--- config.mk ---
export PLATFORM = sky130hd
export DESIGN_NAME = interval_timer
export DESIGN_NICKNAME = d
export VERILOG_FILES = /design/src/rtl/interval_timer.sv
export SDC_FILE = /design/constraint.sdc
export NUM_CORES = 1
export LEC_CHECK = 0
export BUFFER_PORTS_ARGS = -buffer_cell sky130_fd_sc_hd__buf_4
export CORE_MARGIN = 2
export CORE_UTILIZATION = 60
export DETAILED_ROUTE_END_ITERATION = 10
export HOLD_SLACK_MARGIN = 0.12
export PLACE_DENSITY = 0.86
export SYNTH_ARGS = -nofsm -noshare
export SYNTH_HDL_FRONTEND = slang
export SYNTH_SLANG_ARGS = --single-unit
--- constraint.sdc ---
create_clock -name clk -period 6.3 [get_ports clk]
set_input_delay 0 -clock clk [delete_from_list [all_inputs] [get_ports clk]]
set_output_delay 0 -clock clk [all_outputs]
set_load 0.1 [all_outputs]
--- src/rtl/interval_timer.sv ---
module interval_timer #(
  parameter int ADDR_W   = 8,
  parameter int CNT_W    = 32,
  parameter bit FOLD_MAP = 1'b0
) (
  input  logic              clk,
  input  logic              rst_n,
  input  logic              bus_wr,
  input  logic [ADDR_W-1:0] bus_addr,
  input  logic [31:0]       bus_wdata,
  output logic [31:0]       bus_rdata,
  output logic              irq_valid,
  output logic [7:0]        irq_vector,
  output logic [3:0]        irq_prio
);
  localparam logic [ADDR_W-1:0] OFS_CTRL = ADDR_W'(8'h00);
  localparam logic [ADDR_W-1:0] OFS_PER  = ADDR_W'(8'h10);
  localparam logic [ADDR_W-1:0] OFS_CNT  = ADDR_W'(8'h14);
  localparam int RUN_BIT  = 26;
  localparam int PRIO_LSB = 20;
  localparam int VEC_LSB  = 12;
  localparam logic [CNT_W-1:0] ONE = CNT_W'(1);

  logic             run_q;
  logic [3:0]       prio_q;
  logic [7:0]       vec_q;
  logic [CNT_W-1:0] per_q;
  logic [CNT_W-1:0] cnt_q;
  logic             fire_q;

  wire wr_ctrl = bus_wr && (bus_addr == OFS_CTRL);
  wire wr_per  = bus_wr && (bus_addr == OFS_PER);
  wire start   = wr_ctrl && bus_wdata[RUN_BIT] && !run_q;
  wire stop    = wr_ctrl && !bus_wdata[RUN_BIT];
  wire [CNT_W-1:0] reload = (per_q == '0) ? ONE : per_q;

  always_ff @(posedge clk or negedge rst_n) begin
    if (!rst_n) begin
      run_q  <= 1'b0;
      prio_q <= '0;
      vec_q  <= '0;
      per_q  <= '0;
      cnt_q  <= '0;
      fire_q <= 1'b0;
    end else begin
      fire_q <= 1'b0;
      if (wr_ctrl) begin
        run_q  <= bus_wdata[RUN_BIT];
        prio_q <= bus_wdata[PRIO_LSB +: 4];
        vec_q  <= bus_wdata[VEC_LSB +: 8];
      end
      if (wr_per) per_q <= bus_wdata[CNT_W-1:0];
      if (stop)
        cnt_q <= '0;
      else if (start)
        cnt_q <= reload;
      else if (run_q) begin
        if (cnt_q == ONE) begin
          cnt_q  <= reload;
          fire_q <= 1'b1;
        end else begin
          cnt_q <= cnt_q - ONE;
        end
      end
    end
  end

  logic [31:0] per_ext, cnt_ext, ctrl_rd;
  always_comb begin
    per_ext = '0;
    cnt_ext = '0;
    per_ext[CNT_W-1:0] = per_q;
    cnt_ext[CNT_W-1:0] = cnt_q;
    ctrl_rd = '0;
    ctrl_rd[RUN_BIT] = run_q;
    ctrl_rd[PRIO_LSB +: 4] = prio_q;
    ctrl_rd[VEC_LSB +: 8]  = vec_q;
  end

  always_comb begin
    case (bus_addr)
      OFS_CTRL: bus_rdata = ctrl_rd;
      OFS_PER:  bus_rdata = per_ext;
      OFS_CNT:  bus_rdata = cnt_ext;
      default:  bus_rdata = '0;
    endcase
  end

  assign irq_valid = fire_q;
  assign irq_prio  = prio_q;

  generate
    if (FOLD_MAP) begin : g_fold
      assign irq_vector = {2'b01, vec_q[5:0] | {prio_q, 2'b00}};
    end else begin : g_direct
      assign irq_vector = vec_q;
    end
  endgenerate

  a_r2_start_load: assert property (@(posedge clk) disable iff (!rst_n)
    $rose(run_q) |-> cnt_q == $past(reload));
  a_r3_count_live: assert property (@(posedge clk) disable iff (!rst_n)
    run_q |-> cnt_q != '0);
  a_r3_single_pulse: assert property (@(posedge clk) disable iff (!rst_n)
    (irq_valid && cnt_q != ONE) |=> !irq_valid);
  a_r4_stopped_quiet: assert property (@(posedge clk) disable iff (!rst_n)
    !run_q |-> (!irq_valid && cnt_q == '0));
  a_r6_fold_range: assert property (@(posedge clk) disable iff (!rst_n)
    (FOLD_MAP && irq_valid) |-> irq_vector[7:6] == 2'b01);
endmodule

Yosys cells after proc, flatten, opt, wreduce, memory -nomap -nowiden
Index checks and enable logic that the tools add are counted.
{ "op_classes": {"add_sub_neg": 1, "eq_ne": 3, "n_mux": 10, "reduce_logical": 10} }
{ "ops": {"columns": ["op", "n"], "rows": [
  ["32-bit two-way mux", 5],
  ["32-bit one-hot mux with 3 select lines", 1],
  ["32-bit by 1-bit equality test with 1-bit output, second input constant", 1],
  ["32-bit zero test", 1],
  ["32-bit by 1-bit subtractor with 32-bit output, second input constant", 1],
  ["8-bit by 5-bit equality test with 1-bit output, second input constant", 2],
  ["8-bit zero test", 1],
  ["1-bit logical AND", 5],
  ["1-bit two-way mux", 4],
  ["3-bit nonzero test", 1],
  ["1-bit zero test", 2]
]} }
{ "word_totals": {"regBits": 78, "out_inout_bits": 45, "word_cells": 30} }

Longest topological paths before layout
Gate-level depths: netlist (run 1).
{ "depth": {"word_depth": 6, "mapped_depth": 11, "depth_no_buf": 8} }

Worst setup path after synthesis (run 1)
No wires, ideal clock.
{ "synth_path": {"kind": "register to output", "startpoint": "register prio_q[2], in the netlist irq_prio[2]", "endpoint": "output port bus_rdata[22]", "t_arrival_ns": 2.480, "path_slack_ns": 3.820, "path_stages_with_launch": 5, "n_path_buf": 0, "cell_sequence": "dfrtp_1 -> mux2i_1 -> nor2_1 -> a21oi_1 -> nor2_1"} }
{ "synth_via": {"elab_chain_cells": 1} }
{ "synth_rtl": {"columns": ["item", "line", "text"], "rows": [
  ["start, declared", "25", "logic [3:0] prio_q;"],
  ["start signal, assigned", "49", "prio_q <= bus_wdata[PRIO_LSB +: 4];"],
  ["32-bit one-hot mux with 3 select lines", "81", "case (bus_addr)"],
  ["end, declared", "11", "output logic [31:0] bus_rdata,"]
]} }
No other way between the ends.

Worst setup path after layout (run 1)
{ "layout_path": {"startpoint": "register cnt_q[1], in the netlist cnt_ext[1]", "endpoint": "register cnt_q[1], in the netlist cnt_ext[1]"} }
{ "layout_via": {"elab_chain_cells": 5, "word_cells_on_any_way": 6, "cone_classes": "add/sub (1); eq/ne (1); mux (4)"} }
{ "layout_rtl": {"columns": ["item", "line", "text"], "rows": [
  ["start, declared", "28", "logic [CNT_W-1:0] cnt_q;"],
  ["start signal, assigned", "56", "cnt_q <= reload;"],
  ["start signal, assigned", "59", "cnt_q <= reload;"],
  ["start signal, assigned", "62", "cnt_q <= cnt_q - ONE;"],
  ["32-bit by 1-bit subtractor with 32-bit output / 32-bit by 1-bit equality test with 1-bit output (equally long branches)", "62, 58", null],
  ["32-bit two-way mux (*)", "58", "if (cnt_q == ONE) begin"],
  ["32-bit two-way mux (*)", "57", "else if (run_q) begin"],
  ["32-bit two-way mux (*)", "55", "else if (start)"],
  ["32-bit two-way mux (*)", "53", "if (stop)"]
]} }
Every way passes the cells marked *; elsewhere a longest branch is shown, timed or not. The select of a mux whose other input is x is not followed.
A chain may end at the register's enable or synchronous reset.

==> impl_metrics.json, run 1 <==
{
  "status": "complete, no violations",
  "yosys_warnings": 0,
  "syn-cell-area_sq_um": 4460,
  "cts_tree": "done",
  "drive_above_1_share_pct": 27.7,
  "via_per_inst": 6.71,
  "gp_congestion": 0.977,
  "hold_viol": 0,
  "routedLengthMet1_um": 6020,
  "clk_latency_ns": 0.35,
  "hold_ws_ns": 0.338,
  "slew_headroom_pct": 24.8,
  "cts-root-buf": "clkbuf_8",
  "fin_crit_ns": 3.33,
  "start_util_pct": 61.8,
  "worst_pin_slew_ns": 1.12,
  "fmax_ghz": 0.300,
  "cp.buffers_inverters": 1,
  "maxSlewViolCount": 0,
  "cts.clk_slew.worst_paths_ns": 0.08,
  "ant_nets": 0,
  "path_cells": "inv_1, ha_1, nor4b_1, nand4_1, nor3_4, o21a_1, and2b_1, a221o_1",
  "crit_type": "flop to flop",
  "grt_pass1_vias": 4412,
  "critPathLaunch": "cnt_ext[1]$_DFFE_PN0P_",
  "synth_flop_cell": "dfrtp_1",
  "core_area_sq_um": 7210,
  "final_common_cell": "buf_4",
  "maxCapViolCount": 0,
  "drtIter0Drc": 449,
  "dp_cells": 612,
  "drcViolationCount": 0,
  "nNetsFinal": 602,
  "dr_wl_met3_um": 1490,
  "die_height_um": 90.2,
  "cpPeakStageDelay_ns": 0.68,
  "cp.depth": 8,
  "synth_edf_count": 0,
  "final_design_area_no_fill_sq_um": 5660,
  "worstRegToRegCells": 8,
  "seq_area_frac_synth_pct": 43.7,
  "p_leak_nw": 2.58,
  "cts_sinks": 78,
  "cts_setup_buffers": 0,
  "synth-async-reset-ratio_pct": 100,
  "crit_slowest_cell": "nor3_4",
  "place.port_buffers": 87,
  "fin_crit_sh_pct": 52.8,
  "cts_buffers": 9,
  "num_vias": 4424,
  "rr_endpoint": "cnt_ext[1]$_DFFE_PN0P_",
  "grt_pass1_wl_um": 24600,
  "r2r_start": "cnt_ext[1]$_DFFE_PN0P_",
  "grt-ovfl-total": 0,
  "wl_per_cell_um": 22.9,
  "rsz0062_at_grt": "no",
  "path_delay_family": "simple AND/OR/NAND/NOR gates",
  "grt_max_degree": 79,
  "fin_cells": 659,
  "antenna_found_initial": 0,
  "synth_seq_cells": 78,
  "finalSetupViolations": 0,
  "fp.dieW_um": 90.2,
  "num_rows": 31,
  "finalClockSkew_ns": 0.00740,
  "syn_nets": 496,
  "post-dp-hpwl_um": 9780,
  "pin_count": 88,
  "critical_path.max_fanout": 18,
  "hp-class": "primary input to flop",
  "diodes": 0,
  "firstDrtPassIters": 5,
  "start_kind": "flop",
  "area_growth_pct": 26.9,
  "routed.top_layer": "met4",
  "regToRegSetupSlack_ns": 2.97,
  "placed_area_sq_um": 5130,
  "avgSynthCellArea_sq_um": 9.89,
  "clockBufferDepth": 2,
  "wl_met2_um": 7170,
  "ir_drop_mv": 0.176,
  "htreeDepth": 3,
  "wirelength_um": 15100,
  "crit_path_end": "cnt_ext[1]$_DFFE_PN0P_",
  "ys_types": 59,
  "power_mw": 1.57,
  "critPathCaptureType": "flop",
  "worstPathArrival_ns": 3.61,
  "netlist_instances": 451,
  "pwr_density_cell_nw_per_um2": 278,
  "die_area_sq_um": 8140,
  "mostFrequentLayoutCells": "89 x buf_4, 78 x dfrtp_1, 49 x nor2_1",
  "worst-endpoint-required_ns": 6.58,
  "grtUsageTotal_pct": 38.4,
  "setup-tns-final_ns": 0
}
per-stage QoR:
stage | setup WS (ns) | utilization (%)
global route | 2.74 | 78.5
finish | 2.97 | 78.5
global placement | 3.14 | 71.1
floorplan | 3.82 | -
CTS | 3.01 | 78.5
detailed placement | 3.02 | 71.1
worst min-delay path, stage by stage:
cell and delay (ns):
buf_4 0.08, nor2_1 0.06, nand4b_1 0.20, a21oi_2 0.19, inv_2 0.12
registers in the layout, summed over array words and instances, names as in the netlist:
| name | count |
|---|---|
| run_q | 1 |
| irq_valid | 1 |
| per_ext | 32 |
| irq_prio | 4 |
| cnt_ext | 32 |
| irq_vector | 8 |
worst min path at each step:
stage | slack, ns | end | cells past startpoint | from
3_5_place_dp | 0.21 | per_ext[8]$_DFFE_PN0P_ | 1 | rst_n
5_1_grt | 0.37 | run_q$_DFFE_PN0P_ | 5 | bus_addr[0]
4_1_cts | 0.27 | run_q$_DFFE_PN0P_ | 5 | bus_addr[6]
3_3_place_gp | 0.21 | per_ext[2]$_DFFE_PN0P_ | 1 | rst_n
2_1_floorplan | -0.30 | cnt_ext[0]$_DFFE_PN0P_ | 0 | rst_n
6_report | 0.34 | run_q$_DFFE_PN0P_ | 5 | bus_addr[0]
kinds of logic (layout without fill, tap and decap cells):
group / Yosys count / after routing / share of synthesized area [%]
mux: 62 / 62 / 15.1
buf+inv: 33 / 142 / 3.36
simple gates: 171 / 171 / 20.2
xor+xnor: 4 / 4 / 0.785
fa+ha+maj: 2 / 2 / 0.561
compound gates: 101 / 101 / 16.2
flops: 78 / 78 / 43.7
timing repair:
item                      CTS  global route
hold endpoints to repair  123             0
hold buffers               33             0
resized for setup           0             0
metal layers:
layer,up-vias,GRT usage (%)
met3,48,10.1
met5,-,0
met1,2134,52.9
li1,1924,-
met4,0,11.8
met2,318,59.8
cells in the mapped netlist, types with 3 or more instances:
library cell	count	area share [%]
a22o_1	20	3.9
buf_4	3	0.50
clkbuf_1	14	1.2
nor3_1	27	3.0
or3_1	7	0.98
o21ai_1	11	1.2
nor2b_1	3	0.42
or4_1	3	0.50
nand2b_1	3	0.42
xnor2_1	4	0.79
dfrtp_1	78	44
o211ai_1	8	1.3
buf_1	3	0.25
o21ai_0	11	1.2
nand4_1	4	0.56
nor2_1	50	4.2
inv_1	5	0.42
a21oi_1	21	2.4
buf_2	5	0.56
nand3_1	7	0.79
a21o_1	3	0.50
a221o_1	12	2.7
nand2_1	27	2.3
nor4_1	20	2.8
mux2i_1	18	4.0
mux2_2	43	11
where the power goes:
group | leakage, nW | switching, mW | internal (mW)
Clock | 0.102 | 0.186 | 0.219
Combinational | 1.44 | 0.254 | 0.189
Sequential | 1.05 | 0.146 | 0.579
final cells by class:
cell class | count | area [sq um]
Multi-Input combinational cell | 340 | 2360
Tap cell | 99 | 124
Clock inverter | 4 | 73.8
Timing Repair Buffer | 122 | 998
Clock buffer | 10 | 128
Inverter | 6 | 22.5
Fill cell | 482 | 1550
Sequential cell | 78 | 1950
(Power assumes the default switching activity.)
==> run 2, diff against run 1 <==
- ABC_AREA: not set -> 1
- CORE_UTILIZATION: 60 -> 51
- PLACE_DENSITY: 0.86 -> 0.77
- clock period: 6.3 -> 3 ns (I/O delays scaled with it)
==> run 2 against run 1 <==
Against the previous run: sequential power is 86% higher; area after synthesis is 11% higher; hold slack worse by 0.18 ns; final cell count is 45% higher; fmax is 45% higher; synthesized cell count is 58% higher; power is 110% higher; sequential share of layout area is 2.9 points lower; critical path depth is 2 higher; global-route usage is 4.9 points lower; largest cell class unchanged; largest power group unchanged.
==> impl_metrics.json, run 2 <==
{
  "crit_path_end": "cnt_ext[0]$_DFFE_PN0P_",
  "met3_usage_pct": 6.22,
  "fin_ws_ns": 0.706,
  "seq_area_frac_synth_pct": 39.5,
  "htreeDepth": 3,
  "hold_viol": 0,
  "diodes": 0,
  "synth_top_area_share_pct": 39.5,
  "grt_pass1_vias": 5062,
  "gp_congestion": 1.01,
  "netlist_instances": 712,
  "wl_per_cell_um": 17.4,
  "ir_drop_mv": 0.260,
  "firstDrtPassIters": 6,
  "fin_crit_ns": 2.29,
  "final_common_cell": "nand2_1",
  "synth.most_common_cell": "nand2_1",
  "synth.area.mux_share_pct": 1.37,
  "drcViolationCount": 0,
  "start_util_pct": 52.9,
  "grt_pass1_wl_um": 26600,
  "power_mw": 3.29,
  "num_vias": 5306,
  "pre_cts_slack_ns": 0.598,
  "antenna_found_initial": 0,
  "synth_seq_cells": 78,
  "ys_types": 35,
  "ant_nets": 0,
  "finalClockSkew_ns": 0.0104,
  "synth-async-reset-ratio_pct": 100,
  "worst_pin_slew_ns": 1.03,
  "use_met1_pct": 49.8,
  "cts.clk_slew.worst_paths_ns": 0.09,
  "synthXorXnorAreaFrac_pct": 2.48,
  "rsz0062_at_grt": "no",
  "cts-root-buf": "clkbuf_8",
  "drive_above_1_share_pct": 16.8,
  "syn_nets": 757,
  "fin_cells": 958,
  "start_kind": "flop",
  "drtIter0Drc": 658,
  "synth_flop_cell": "dfrtp_1",
  "worstRegToRegCells": 10,
  "hold_buffers": 33,
  "rr_endpoint": "cnt_ext[0]$_DFFE_PN0P_",
  "status": "complete, no violations",
  "slew_headroom_pct": 31.4,
  "fp.dieW_um": 102,
  "pin_count": 88,
  "grt-ovfl-total": 0,
  "setup-tns-final_ns": 0,
  "grt_use_met2_pct": 49.4,
  "hp-class": "primary input to flop",
  "maxCapViolCount": 0,
  "p_leak_nw": 3.28,
  "cts_tree": "done",
  "post-dp-hpwl_um": 11900,
  "synth_area_leaders": "dfrtp_1 40%, nand2_1 17%, nand3_1 7.9%",
  "num_rows": 35,
  "critical_path.max_fanout": 19,
  "critPathLaunch": "cnt_ext[15]$_DFFE_PN0P_",
  "busiest_layer": "met1",
  "synth-simple-area-share_pct": 36.4,
  "synth_edf_count": 0,
  "yosys_warnings": 0,
  "cts_sinks": 78,
  "post_cts_resized": 0,
  "cts_buffers": 9,
  "clk_latency_ns": 0.36,
  "synth_commonest_cells": "225 x nand2_1, 78 x dfrtp_1, 78 x nand3_1",
  "synth_top_area_cell": "dfrtp_1",
  "fin_crit_sh_pct": 76.5,
  "wirelength_um": 16700,
  "synth_compound_area_share_pct": 11.0,
  "cts_setup_buffers": 0,
  "die_area_sq_um": 10500,
  "nNetsFinal": 869,
  "synth_fa_ha_area_share_pct": 0.507,
  "die_height_um": 102,
  "finalCoreUtilization_pct": 66.4,
  "worst-endpoint-required_ns": 3.29,
  "critPathCaptureType": "flop",
  "grtUsageTotal_pct": 33.5,
  "avgSynthCellArea_sq_um": 6.93,
  "pwr_density_cell_nw_per_um2": 531,
  "synth_top_family_by_area": "simple AND/OR/NAND/NOR gates",
  "crit_type": "flop to flop",
  "mostFrequentLayoutCells": "224 x nand2_1, 91 x buf_4, 78 x nand3_1, 78 x dfrtp_1, 77 x inv_1",
  "maxSlewViolCount": 0,
  "worstPathArrival_ns": 2.59,
  "core_area_sq_um": 9330,
  "finalSetupViolations": 0,
  "r2r_start": "cnt_ext[15]$_DFFE_PN0P_",
  "place.port_buffers": 87,
  "syn-cell-area_sq_um": 4940,
  "area_growth_pct": 25.4,
  "regToRegSetupSlack_ns": 0.71,
  "via_per_inst": 5.54,
  "clockBufferDepth": 2,
  "fmax_ghz": 0.436,
  "grt_max_degree": 79,
  "dp_cells": 909
}
[run 2: how the worst min path moves through the flow]
stage                                         end    from  depth (start not counted)
final                     cnt_ext[25]$_DFFE_PN0P_  bus_wr                          5
after global placement     cnt_ext[7]$_DFFE_PN0P_   rst_n                          1
after detailed placement   cnt_ext[6]$_DFFE_PN0P_   rst_n                          1
after CTS                 cnt_ext[25]$_DFFE_PN0P_  bus_wr                          5
after global routing      cnt_ext[25]$_DFFE_PN0P_  bus_wr                          5
after floorplan            cnt_ext[0]$_DFFE_PN0P_   rst_n                          0
[run 2: cell families (layout without fill, tap and decap cells)]
| kind of cell | Yosys count | in the layout |
|---|---|---|
| fa+ha+maj | 2 | 2 |
| compound gates | 94 | 94 |
| xor+xnor | 14 | 14 |
| simple gates | 413 | 413 |
| flops | 78 | 78 |
| buf+inv | 105 | 222 |
| mux | 6 | 6 |
[run 2: cell type report]
type,count,area [sq um]
Fill cell,814,3140
Sequential cell,78,1950
Timing Repair Buffer,124,1010
Tap cell,129,161
Clock inverter,6,70.1
Multi-Input combinational cell,529,2560
Inverter,82,308
Clock buffer,10,128
[run 2: report_power, final]
group	leakage [nW]	internal, mW	total [mW]	switching, mW
clock	0.0895	0.391	0.826	0.435
combinational	2.21	0.388	1.11	0.725
sequential	0.979	1.19	1.35	0.160
[run 2: layer usage]
metal  up-vias  share of wire, %
met1      2425                42
met3        32                11
li1       2515                 -
met5         -                 0
met4         0               2.1
met2       334                44
[run 2: critical path: stages (launching register included)]
cell and delay (ns):
dfrtp_1 0.42, inv_1 0.16, nand2_1 0.08, nor2_2 0.18, nand2_2 0.11, nor2_4 0.16, nand3_1 0.13, nand2_1 0.55
buf_4 0.23, o21ai_0 0.07, o21ai_1 0.15
[run 2: stage by stage]
stage	instance area, sq um	hold slack, ns
after floorplan	4940	-0.296
after global placement	5660	0.226
after detailed placement	5660	0.230
after CTS	6190	0.152
after global routing	6190	0.187
final	6190	0.158
==> run 3, diff against run 2 <==
- clock period: 3 -> 2 ns (I/O delays scaled with it)
==> run 3 against run 2 <==
Against the previous run: combinational power is 83% higher; register-to-register slack worse by 0.61 ns; sequential share of layout area is 2.9 points lower; setup slack worse by 0.61 ns; wire length is 5.7% higher; clock skew is 0.0018 ns higher; hold slack worse by 0.025 ns; sequential cell count stayed put; critical endpoint is now cnt_ext[21]$_DFFE_PN0P_.
==> impl_metrics.json, run 3 (synthesis gave the netlist of run 2 again) <==
{
  "status": "complete, no violations",
  "drcViolationCount": 0,
  "clk_latency_ns": 0.37,
  "start_util_pct": 52.9,
  "path_cells": "buf_4, inv_2, nand3_1, nor2_2, nand2_1, nor2_2, xor2_1, nand2_1, nand2_1, nand2_1, nand2_1",
  "die_height_um": 102,
  "cts_sinks": 78,
  "crit_type": "flop to flop",
  "cts.clk_slew.worst_paths_ns": 0.09,
  "clockBufferDepth": 2,
  "place.port_buffers": 87,
  "firstDrtPassIters": 5,
  "pin_count": 88,
  "grt-ovfl-total": 0,
  "core_area_sq_um": 9330,
  "wl_per_cell_um": 17.5,
  "htreeDepth": 3,
  "fin_crit_ns": 1.91,
  "cpMostUsedCell": "nand2_1",
  "finalSetupViolations": 0,
  "p_leak_nw": 3.60,
  "cpPeakStageDelay_ns": 0.39,
  "gp_congestion": 1.03,
  "cts_tree": "done",
  "cts-root-buf": "clkbuf_8",
  "antenna_found_initial": 0,
  "cp.buffers_inverters": 2,
  "ff_latch_area_sq_um": 1950,
  "grt_pass1_wl_um": 28000,
  "power_mw": 5.39,
  "finalCoreUtilization_pct": 73.1,
  "worst-endpoint-required_ns": 2.31,
  "start_kind": "flop",
  "finalClockSkew_ns": 0.0122,
  "via_per_inst": 5.52,
  "final_common_cell": "nand2_1",
  "worstPathArrival_ns": 2.22,
  "pwr_density_cell_nw_per_um2": 790,
  "wirelength_um": 17600,
  "grtUsageTotal_pct": 35.6,
  "die_area_sq_um": 10500,
  "hp-class": "primary input to asynchronous set/reset pin",
  "worst_pin_slew_ns": 0.639,
  "drtIter0Drc": 570,
  "num_rows": 35,
  "maxSlewViolCount": 0,
  "hold_viol": 0,
  "cts_buffers": 9,
  "num_vias": 5559,
  "drive_above_1_share_pct": 24.9,
  "slew_headroom_pct": 57.3,
  "n_fill_cell": 738,
  "area_growth_pct": 38.1,
  "fmax_ghz": 0.524,
  "multi_input_area_sq_um": 2720,
  "maxCapViolCount": 0,
  "path_delay_family": "simple AND/OR/NAND/NOR gates",
  "critPathCaptureType": "flop",
  "diodes": 0,
  "grt_max_degree": 51,
  "nNetsFinal": 919,
  "critical_path.max_fanout": 4,
  "fin_crit_sh_pct": 95.3,
  "fp.dieW_um": 102,
  "mostFrequentLayoutCells": "221 x nand2_1, 135 x buf_4, 77 x dfrtp_1",
  "ant_nets": 0,
  "ir_drop_mv": 0.412,
  "post-dp-hpwl_um": 12900,
  "grt_pass1_vias": 5301,
  "crit_slowest_cell": "dfrtp_1"
}
[run 3: cell types whose count changed in the layout (fill, tap and decap cells not counted), moves of 5 or more]
cell / delta
nor2_4: +6
o22ai_2: +10
buf_4: +44
buf_12: +5
o22ai_1: -10
nor2_1: -9
[run 3: per-layer routing]
layer,track usage (%),share of wire [%],vias up
met2,53.6,44,305
met3,5.88,9.9,45
met1,52.2,43,2578
met5,0,0,-
met4,11.8,2.6,0
li1,-,-,2631
[run 3: layout make-up]
| cell class | instances | share of cell area (%) |
|---|---|---|
| clock buffer | 9 | 1.82 |
| clock inverter | 6 | 1.38 |
| inverter | 82 | 4.52 |
| multi-input combinational | 529 | 39.9 |
| sequential | 78 | 28.7 |
| tap | 129 | 2.37 |
| timing repair buffer | 174 | 21.3 |
[run 3: power by group]
group | internal, mW | switching, mW
Clock | 0.707 | 0.657
Combinational | 0.783 | 1.25
Sequential | 1.79 | 0.209
[run 3: timing repair]
action	in CTS	in global routing
hold endpoints to repair	127	0
resized for setup	4	19
setup endpoints to repair	21	22
hold buffers	34	0
pin swaps	0	2
setup buffers	0	1
[run 3: through the flow]
| stage | TNS [ns] | hold WS [ns] | setup slack [ns] | cell area, sq um | std cells |
|---|---|---|---|---|---|
| 6_report | 0 | 0.133 | 0.0931 | 6820 | 1007 |
| 5_1_grt | -0.00299 | 0.183 | -0.00299 | 6820 | 1007 |
| 4_1_cts | 0 | 0.157 | 0.0140 | 6750 | 1006 |
| 3_5_place_dp | -1.63 | 0.00210 | -0.110 | 6170 | 957 |
| 3_3_place_gp | -0.731 | -0.00185 | -0.107 | 6170 | 957 |
| 2_1_floorplan | -5.78 | -0.296 | -0.385 | 5030 | 712 |
[run 3: final timing paths]
check / start / to / slack (ns) / cells past startpoint
worst min-delay path: rst_n / cnt_ext[3]$_DFFE_PN0P_ / 0.13 / 2
min in group clk: bus_addr[6] / per_ext[25]$_DFFE_PN0P_ / 0.20 / 6
worst min register to register: cnt_ext[1]$_DFFE_PN0P_ / cnt_ext[1]$_DFFE_PN0P_ / 0.49 / 2
max in group asynchronous: rst_n / cnt_ext[17]$_DFFE_PN0P_ / 1.22 / 3
worst max-delay path: cnt_ext[0]$_DFFE_PN0P_ / cnt_ext[21]$_DFFE_PN0P_ / 0.09 / 11
worst max register to register: cnt_ext[0]$_DFFE_PN0P_ / cnt_ext[21]$_DFFE_PN0P_ / 0.09 / 11
